<file path="src/rtl/pwm_timer8_pkg.sv">
`timescale 1ns/1ps
package pwm_timer8_pkg;

  localparam int ADR_W = 3;

  typedef enum logic [2:0] {
    WM_NORMAL    = 3'b000,
    WM_DUAL_FULL = 3'b001,
    WM_CTC       = 3'b010,
    WM_FAST_FULL = 3'b011,
    WM_RSV4      = 3'b100,
    WM_DUAL_A    = 3'b101,
    WM_RSV6      = 3'b110,
    WM_FAST_A    = 3'b111
  } wmode_e;

  typedef enum logic [1:0] {SHAPE_PLAIN, SHAPE_FAST, SHAPE_DUAL} shape_e;

  localparam logic [ADR_W-1:0] ADR_CTRL  = 3'd0;
  localparam logic [ADR_W-1:0] ADR_COUNT = 3'd1;
  localparam logic [ADR_W-1:0] ADR_CMPA  = 3'd2;
  localparam logic [ADR_W-1:0] ADR_CMPB  = 3'd3;
  localparam logic [ADR_W-1:0] ADR_FLAGS = 3'd4;

  function automatic shape_e shape_of(wmode_e m);
    case (m)
      WM_DUAL_FULL, WM_DUAL_A: return SHAPE_DUAL;
      WM_FAST_FULL, WM_FAST_A: return SHAPE_FAST;
      default:                 return SHAPE_PLAIN;
    endcase
  endfunction

  function automatic logic top_from_a(wmode_e m);
    return (m == WM_CTC) || (m == WM_DUAL_A) || (m == WM_FAST_A);
  endfunction

endpackage

</file>
<file path="src/rtl/ptm_counter.sv">
`timescale 1ns/1ps
module ptm_counter #(
  parameter int CNT_W = 8
) (
  input  logic             clk,
  input  logic             rst,
  input  logic             tick,
  input  logic             dual,
  input  logic             clamp,
  input  logic [CNT_W-1:0] top,
  input  logic             ld,
  input  logic [CNT_W-1:0] ld_val,
  output logic [CNT_W-1:0] cnt,
  output logic             blk,
  output logic             going_up,
  output logic             at_top
);
  logic [CNT_W-1:0] cnt_q, nxt;
  logic             up_q, up_nxt, blk_q;

  assign cnt    = cnt_q;
  assign blk    = blk_q;
  assign at_top = (cnt_q == top);

  always_comb begin
    nxt      = cnt_q + 1'b1;
    up_nxt   = 1'b1;
    going_up = 1'b1;
    if (dual) begin
      if (up_q) begin
        going_up = (cnt_q < top);
        if (cnt_q >= top) begin
          nxt    = (cnt_q == '0) ? cnt_q : cnt_q - 1'b1;
          up_nxt = 1'b0;
        end
      end else begin
        going_up = (cnt_q == '0);
        if (cnt_q != '0) begin
          nxt    = cnt_q - 1'b1;
          up_nxt = 1'b0;
        end
      end
    end else if (clamp && at_top) begin
      nxt = '0;
    end
  end

  always_ff @(posedge clk) begin
    if (rst) begin
      cnt_q <= '0;
      up_q  <= 1'b1;
      blk_q <= 1'b0;
    end else if (ld) begin
      cnt_q <= ld_val;
      blk_q <= 1'b1;
    end else if (tick) begin
      cnt_q <= nxt;
      up_q  <= up_nxt;
      blk_q <= 1'b0;
    end
  end
endmodule

</file>
<file path="src/rtl/ptm_cmp_slot.sv">
`timescale 1ns/1ps
module ptm_cmp_slot #(
  parameter int CNT_W = 8
) (
  input  logic             clk,
  input  logic             rst,
  input  logic             wr,
  input  logic [CNT_W-1:0] wdata,
  input  logic             immediate,
  input  logic             latch,
  output logic [CNT_W-1:0] shadow,
  output logic [CNT_W-1:0] live
);
  logic [CNT_W-1:0] shadow_q, live_q;

  assign shadow = shadow_q;
  assign live   = immediate ? shadow_q : live_q;

  always_ff @(posedge clk) begin
    if (rst) begin
      shadow_q <= '0;
      live_q   <= '0;
    end else begin
      if (wr) shadow_q <= wdata;
      if (immediate || latch) live_q <= shadow_q;
    end
  end
endmodule

</file>
<file path="src/rtl/ptm_wave.sv">
`timescale 1ns/1ps
module ptm_wave
  import pwm_timer8_pkg::*;
(
  input  logic       clk,
  input  logic       rst,
  input  shape_e     shape,
  input  logic [1:0] om,
  input  logic       match,
  input  logic       going_up,
  input  logic       top_tick,
  input  logic       cmp_at_top,
  output logic       wave
);
  logic wave_q, nxt;

  assign wave = wave_q;

  always_comb begin
    nxt = wave_q;
    case (shape)
      SHAPE_FAST: begin
        if (om[1] && match)    nxt = om[0];
        if (om[1] && top_tick) nxt = ~om[0];
      end
      SHAPE_DUAL: begin
        if (om[1]) begin
          if (cmp_at_top) begin
            if (top_tick) nxt = ~om[0];
          end else if (match) begin
            nxt = going_up ? om[0] : ~om[0];
          end
        end
      end
      default: begin
        if (match) begin
          case (om)
            2'b01:   nxt = ~wave_q;
            2'b10:   nxt = 1'b0;
            2'b11:   nxt = 1'b1;
            default: nxt = wave_q;
          endcase
        end
      end
    endcase
  end

  always_ff @(posedge clk) begin
    if (rst || om == 2'b00) wave_q <= 1'b0;
    else                    wave_q <= nxt;
  end
endmodule

</file>
<file path="src/rtl/pwm_timer8.sv">
`timescale 1ns/1ps
module pwm_timer8
  import pwm_timer8_pkg::*;
#(
  parameter int CNT_W = 8,
  parameter int N_CH  = 2
) (
  input  logic             clk,
  input  logic             rst,
  input  logic             tick,
  input  logic             wr_en,
  input  logic [2:0]       wr_addr,
  input  logic [CNT_W-1:0] wr_data,
  input  logic [2:0]       rd_addr,
  output logic [CNT_W-1:0] rd_data,
  output logic [CNT_W-1:0] count,
  output logic             ovf_flag,
  output logic             match_a_flag,
  output logic             match_b_flag,
  output logic             wave_a,
  output logic             wave_b
);
  localparam logic [CNT_W-1:0] MAXV = {CNT_W{1'b1}};
  localparam int FLG_W = N_CH + 1;

  wmode_e                      mode_q;
  logic [N_CH-1:0][1:0]        om_q;
  logic [FLG_W-1:0]            flags_q, evt, clr;
  logic [CNT_W-1:0]            rd_q, cnt, top;
  logic [N_CH-1:0][CNT_W-1:0]  live, shadow;
  logic [N_CH-1:0]             match, waves;
  logic                        cnt_blk, going_up, at_top, dual, ovf_evt;

  assign dual = (shape_of(mode_q) == SHAPE_DUAL);
  assign top  = top_from_a(mode_q) ? live[0] : MAXV;

  ptm_counter #(.CNT_W(CNT_W)) u_cnt (
    .clk(clk), .rst(rst), .tick(tick), .dual(dual),
    .clamp(mode_q == WM_CTC || shape_of(mode_q) == SHAPE_FAST),
    .top(top), .ld(wr_en && wr_addr == ADR_COUNT), .ld_val(wr_data),
    .cnt(cnt), .blk(cnt_blk), .going_up(going_up), .at_top(at_top)
  );

  for (genvar ch = 0; ch < N_CH; ch++) begin : g_ch
    localparam logic [2:0] MY_ADR = (ch == 0) ? ADR_CMPA : ADR_CMPB;
    ptm_cmp_slot #(.CNT_W(CNT_W)) u_slot (
      .clk(clk), .rst(rst),
      .wr(wr_en && wr_addr == MY_ADR), .wdata(wr_data),
      .immediate(shape_of(mode_q) == SHAPE_PLAIN),
      .latch(tick && at_top),
      .shadow(shadow[ch]), .live(live[ch])
    );
    assign match[ch] = tick && !cnt_blk && (cnt == live[ch]);
    ptm_wave u_wave (
      .clk(clk), .rst(rst), .shape(shape_of(mode_q)), .om(om_q[ch]),
      .match(match[ch]), .going_up(going_up), .top_tick(tick && at_top),
      .cmp_at_top(live[ch] == top), .wave(waves[ch])
    );
  end

  always_comb begin
    if (dual)                    ovf_evt = tick && (cnt == '0);
    else if (mode_q == WM_FAST_A) ovf_evt = tick && at_top;
    else                         ovf_evt = tick && (cnt == MAXV);
    evt = {match, ovf_evt};
    clr = (wr_en && wr_addr == ADR_FLAGS) ? wr_data[FLG_W-1:0] : '0;
  end

  always_ff @(posedge clk) begin
    if (rst) begin
      mode_q  <= WM_NORMAL;
      om_q    <= '0;
      flags_q <= '0;
      rd_q    <= '0;
    end else begin
      if (wr_en && wr_addr == ADR_CTRL) begin
        mode_q  <= wmode_e'(wr_data[2:0]);
        om_q[0] <= wr_data[5:4];
        om_q[1] <= wr_data[7:6];
      end
      flags_q <= (flags_q & ~clr) | evt;
      case (rd_addr)
        ADR_CTRL:  rd_q <= CNT_W'({om_q[1], om_q[0], 1'b0, mode_q});
        ADR_COUNT: rd_q <= cnt;
        ADR_CMPA:  rd_q <= shadow[0];
        ADR_CMPB:  rd_q <= shadow[1];
        ADR_FLAGS: rd_q <= CNT_W'(flags_q);
        default:   rd_q <= '0;
      endcase
    end
  end

  assign rd_data      = rd_q;
  assign count        = cnt;
  assign ovf_flag     = flags_q[0];
  assign match_a_flag = flags_q[1];
  assign match_b_flag = flags_q[2];
  assign wave_a       = waves[0];
  assign wave_b       = waves[1];
endmodule

</file>
<file path="config.mk">
export PLATFORM = sky130hd
export DESIGN_NAME = pwm_timer8
export DESIGN_NICKNAME = d
export VERILOG_FILES = /design/src/rtl/pwm_timer8_pkg.sv /design/src/rtl/ptm_counter.sv /design/src/rtl/ptm_cmp_slot.sv /design/src/rtl/ptm_wave.sv /design/src/rtl/pwm_timer8.sv
export SDC_FILE = /design/constraint.sdc
export NUM_CORES = 1
export LEC_CHECK = 0
export ABC_AREA = 0
export CAP_MARGIN = 20
export CORE_MARGIN = 2
export CORE_UTILIZATION = 50
export CTS_BUF_LIST = sky130_fd_sc_hd__clkbuf_4 sky130_fd_sc_hd__clkbuf_8 sky130_fd_sc_hd__clkbuf_16
export CTS_CLUSTER_DIAMETER = 100
export DETAILED_ROUTE_END_ITERATION = 7
export DONT_BUFFER_PORTS = 1
export PLACE_DENSITY = 0.68
export SETUP_SLACK_MARGIN = 0.05
export SLEW_MARGIN = 20
export SYNTH_ARGS = -nofsm -noshare
export SYNTH_HDL_FRONTEND = slang
export SYNTH_SLANG_ARGS = --single-unit
export TNS_END_PERCENT = 100
</file>
<file path="constraint.sdc">
create_clock -name clk -period 4.3 [get_ports clk]
set_input_delay 0.645 -clock clk [delete_from_list [all_inputs] [get_ports clk]]
set_output_delay 0.645 -clock clk [all_outputs]
set_load 0.005 [all_outputs]
</file>
Word level (Yosys, flattened, before mapping)
Index checks and enable logic that the tools add are counted. W data, S select, Z words.

Flip-flop bits (word level): 62. Input port bits: 18. Logic and storage cells: 147. Output and inout port bits: 21.

Add/subtract/negate cells: 2. Bitwise logic cells: 8. Equal/unequal tests: 36. Order comparisons: 2. Mux-type cells: 44. Reduce and logical (&&, ||, !) cells: 41.

Operators by type and width (number): $mux W8 (11); $eq A8 B8 Y1 (5); $pmux W8 S5 (1); $mux W1 (26); $eq A3 B2 Y1 const B (6); $logic_and A1 B1 Y1 (16); $eq A3 B3 Y1 const B (4); $ne A3 B1 Y1 const B (4); $reduce_and A6 Y1 (2); $eq A2 B2 Y1 const B (5); $reduce_bool A5 Y1 (2); $eq A3 B1 Y1 const B (3); $add A8 B1 Y8 const B (1); $eq A8 B8 Y1 const B (1); $ge A8 B8 Y1 (1); $logic_not A8 Y1 (1); $lt A8 B8 Y1 (1); $reduce_bool A8 Y1 (1); $sub A8 B1 Y8 const B (1); $eq A2 B1 Y1 const B (3); $logic_not A2 Y1 (3); $logic_not A3 Y1 (2); $logic_or A1 B1 Y1 (6); $ne A3 B3 Y1 const B (2); 15 further kinds (25).

Logic depth before layout (Yosys ltp)
Depth after elaboration: 14. Mapped depth: 15. Gate-level depth less buffers: 11.

By module
From an unflattened synthesis, not the netlist that was laid out.

Cell total of the unflattened synthesis: 504. Area total of the unflattened synthesis: 4454.3 sq um.

Modules (own cells, without submodules): pwm_timer8 (times used 1, cells an instance 178, seq. area each 360.3 sq um, area an instance 1536.5 sq um); ptm_cmp_slot (times used 2, cells an instance 70, seq. area each 320.3 sq um, area an instance 705.7 sq um); ptm_counter (times used 1, cells an instance 138, seq. area each 200.2 sq um, area an instance 1108.6 sq um); ptm_wave (times used 2, cells an instance 24, seq. area each 20.0 sq um, area an instance 198.9 sq um).

Worst setup path before layout
No wires, ideal clock.

Path type: register -> register. From: register mode_q[1]. To: register u_cnt.cnt_q[2] (netlist: u_cnt.cnt[2]). Clock period less this slack: 3.251 ns. Data required time: 4.230 ns. Path slack: 1.049 ns. Library setup time: 0.070 ns. Stages on the path, launching flop included: 12. Data arrival time: 3.181 ns. Cells stage by stage: dfxtp_1 buf_2 or4b_2 nand2_1 ha_1 nand2_1 o21ai_0 or3b_2 o21a_4 o221a_1 or4_1 a21oi_1.

Cells in the longest elaborated chain, start to end: 12. Elaborated cells between the ends (all ways): 27.

Ends and longest elaborated chain: from (decl) (line pwm_timer8.sv:26) `wmode_e mode_q;`; from (signal assigned) (line pwm_timer8.sv:77) `mode_q <= wmode_e'(wr_data[2:0]);`; $eq A3 B3 Y1, or another cell as far along (line pwm_timer8_pkg.sv:26, pwm_timer8_pkg.sv:34); $reduce_or A2 Y1 (line pwm_timer8_pkg.sv:26) `case (m)`; $pmux W2 S2 (line pwm_timer8_pkg.sv:26); $logic_not A2 Y1 (line pwm_timer8.sv:49) `.immediate(shape_of(mode_q) == SHAPE_PLAIN),`; $mux W8 (line ptm_cmp_slot.sv:17) `assign live = immediate ? shadow_q : live_q;`; $mux W8 (line pwm_timer8.sv:35) `assign top = top_from_a(mode_q) ? live[0] : MAXV;`; $ge A8 B8 Y1 or $eq A8 B8 Y1 (tied branches) (line ptm_counter.sv:32, ptm_counter.sv:23); $mux W8 or $logic_and A1 B1 Y1 (tied branches) (line ptm_counter.sv:32, ptm_counter.sv:43); $mux W8, on equally long branches (line ptm_counter.sv:30, ptm_counter.sv:43); $mux W8 (line ptm_counter.sv:29) `if (dual) begin`; $mux W8 (line ptm_counter.sv:56) `end else if (tick) begin`; $mux W8 (line ptm_counter.sv:53) `end else if (ld) begin`; to (signal assigned) (line ptm_counter.sv:54) `cnt_q <= ld_val;`; to (signal assigned) (line ptm_counter.sv:57) `cnt_q <= nxt;`; to (decl) (line ptm_counter.sv:18) `logic [CNT_W-1:0] cnt_q, nxt;`.

Parallel ways exist; a longest one is shown, timed or not. The select of a mux whose other input is x is not followed. A chain may end at the register's enable or synchronous reset.

Final worst setup path
From: register mode_q[0]. To: register u_cnt.cnt_q[2] (netlist: u_cnt.cnt[2]).

The elaborated chain is that of the path after synthesis.

==> impl_metrics.yaml <==
grt:
  grt_antenna_before_repair: 0
  grt_pass1_vias: 3678
  grt_pass1_wl_mm: 20.01
  grt_max_degree: 62
  grt_usage: 0.2959
  overflow: 0
worst_setup_path:
  cp.required_ns: 4.58
  crit_start: "mode_q[0]"
  cp-start-kind: "register"
  crit_type: "reg -> reg"
  r2r_setup_slack_ns: 0.63
  r2r_start: "mode_q[0]"
  endpoint_kind: "register"
  ff2ff_path_depth: 11
  arrival_ns: 3.95
  crit_end: "u_cnt.cnt[2]"
  crit_path_max_fanout: 22
  rr_endpoint: "u_cnt.cnt[2]"
worst_hold_path:
  holdPathStages: 1
  hold_path.class: "in -> reg"
route:
  via_per_inst: 6.384
  drc: 0
  wirelength_mm: 12.82
  drt_iter0_drc: 369
  wl_per_cell_um: 21.05
  vias: 3888
  dr.pass1.iters: 8
  ant_nets: 0
power_and_ir_drop:
  leakage_nw: 1.536
  pwr-share-clk: 0.422
  combPwrFrac: 0.106
  seqPwrFrac: 0.471
  total_power_w: 0.001292
  p_per_area_nw_per_um2: 292.1
  intPower_w: 0.0009327
  p_sw_frac: 0.2782
  switchingPower_w: 0.0003595
  ir_worst_vdd_uv: 232.2
placed_design:
  place_hpwl_mm: 9.444
  placed_cells: 593
  io_buffers: 0
  dp_slack_ns: 0.7029
  gp_congestion: 0.9780
  place_area_um2: 4217
timing:
  setup_ws_ns: 0.6292
  setup_tns_ns: 0
  finalHoldViolations: 0
  setup_violations: 0
  slew-limit-headroom: 0.4274
  slew_viol_final: 0
  period_minus_slack_ns: 3.671
  fin_crit_sh: 0.8537
  rsz0062_at_grt: "no"
  worstMarginPinSlew_ns: 0.8510
  maxClockFrequency_mhz: 272.4
  fin_skew_ns: 0.01396
die:
  die_x_um: 94.96
  start_util: 0.5085
  ios: 39
  die-height_um: 94.96
  fp.coreArea_um2: 8134
  die_area_um2: 9016
  core.rowCount: 33
final_layout:
  n_antenna_cell: 0
  layout_commonest_cell: "nand2_1"
  layout_common_cells: "77 x nand2_1, 61 x dfxtp_1, 48 x a21oi_1, 40 x mux2i_1, 40 x nor2_1"
  fin_area_um2: 4423
  finalNonFillerCells: 609
  area_delta_synth_final_pct: 6.927
  drive_above_1_share: 0.1131
  nNetsFinal: 531
  fill_cells: 767
  regArea_um2: 1242
  multi_input_area_um2: 2704
clocking:
  ctsHoldBuffers: 0
  clk_latency_ns: 0.35
  cts_buffers: 9
  tritoncts: "built"
  post_cts_buffers: 0
  path_clk_slew_ns: 0.08
  cts.repair.resized: 0
  clk_path_buf_depth: 2
  htree_levels: 3
  cts_sinks: 62
  cts_root_buf: "clkbuf_8"
synthesis:
  syn_area_um2: 4136
  synth_warnings: 0
  synth_edf_count: 0
  ys_types: 67
  synth_ff_type: "dfxtp_1"
  syn_nets: 539
  synth_seq_cells: 62
  async_flop_share: 0
  avgSynthCellArea_um2: 8.159
  ys_seq_area_frac: 0.3001
  postSynthCellCount: 507
outcome:
  status: "completed"
job:
  maxCapViolCount: 0
==> power groups by stage <==
stage	clock [W]	sequential (W)	combinational, W
6_report	0.000546	0.000609	0.000137
4_1_cts	0.000547	0.000608	0.000134
2_1_floorplan	0	0.000612	0.000118
3_5_place_dp	0	0.000622	0.000134
3_3_place_gp	0	0.000622	0.000132
5_1_grt	0.000570	0.000611	0.000149
==> cell families (layout without fill, tap and decap cells) <==
family / Yosys count / count (layout) / synth area share
adders and majority gates: 14 / 14 / 0.04235
muxes: 47 / 47 / 0.1276
AOI/OAI and AO/OA: 108 / 108 / 0.1724
buffers and inverters: 42 / 39 / 0.04628
DFF: 62 / 62 / 0.3001
xor gates and xnor gates: 20 / 20 / 0.04235
and+or+nand+nor: 214 / 214 / 0.2689
==> per-layer routing <==
layer | vias up | global-route usage | part of all wire
li1 | 1829 | - | -
met1 | 1856 | 0.3980 | 0.44
met2 | 179 | 0.4740 | 0.46
met3 | 24 | 0.07901 | 0.084
met4 | 0 | 0.06884 | 0.019
met5 | - | 0 | 0
==> state kept, by name, indices dropped and copies added (netlist names) <==
register / count
rd_data: 8
mode_q: 3
g_ch.u_slot.live_q: 16
g_ch.u_slot.shadow: 16
g_ch.u_wave.wave: 2
om_q: 4
u_cnt.cnt: 8
flags_q: 3
u_cnt.up_q: 1
u_cnt.blk: 1
==> stage by stage <==
step | hold WS [ns] | utilization
floorplan | 0.4564 | -
global placement | 0.4764 | 0.5184
detailed placement | 0.4865 | 0.5184
CTS | 0.3547 | 0.5438
global route | 0.3525 | 0.5438
finish | 0.3573 | 0.5438
==> worst max-delay path, stage by stage, from the launching register on <==
cell and delay, ns:
dfxtp_2 0.49, buf_4 0.26, or4b_1 0.53, nand2_1 0.11, ha_1 0.23, nor2b_1 0.14
o211ai_1 0.23, a31oi_2 0.19, o311a_1 0.44, o21a_1 0.31, or4_1 0.54, a21oi_1 0.13
==> cell usage after synthesis, types with 9 or more instances <==
| library cell | count | share of area |
|---|---|---|
| nand2_1 | 77 | 0.070 |
| dfxtp_1 | 62 | 0.30 |
| a21oi_1 | 48 | 0.058 |
| mux2i_1 | 40 | 0.097 |
| nor2_1 | 40 | 0.036 |
| clkbuf_1 | 20 | 0.018 |
| ha_1 | 14 | 0.042 |
| nor3_1 | 13 | 0.016 |
| a22oi_1 | 12 | 0.022 |
| nand3_1 | 12 | 0.015 |
| xnor2_1 | 11 | 0.023 |
| buf_2 | 9 | 0.011 |
| xor2_1 | 9 | 0.019 |
==> worst min-delay path by stage <==
stage / from / end / slack, ns
after detailed placement: g_ch[0].u_slot.live_q[0] / g_ch[0].u_slot.live_q[0] / 0.49
after global placement: g_ch[1].u_slot.live_q[0] / g_ch[1].u_slot.live_q[0] / 0.48
after floorplan: g_ch[1].u_slot.shadow[4] / g_ch[1].u_slot.shadow[4] / 0.46
after CTS: rd_addr[2] / rd_data[4] / 0.35
after global routing: rd_addr[2] / rd_data[5] / 0.35
final: rd_addr[2] / rd_data[7] / 0.36
==> area by class of cell <==
type,count,share of cell area
clock inverters,6,0.01556
well taps,105,0.02970
flip-flops and latches,62,0.2809
multi-input cells,403,0.6113
repair buffers,14,0.02376
inverters,9,0.007638
clock buffers,10,0.03112
No activity file was read; power rests on OpenSTA's default activity.
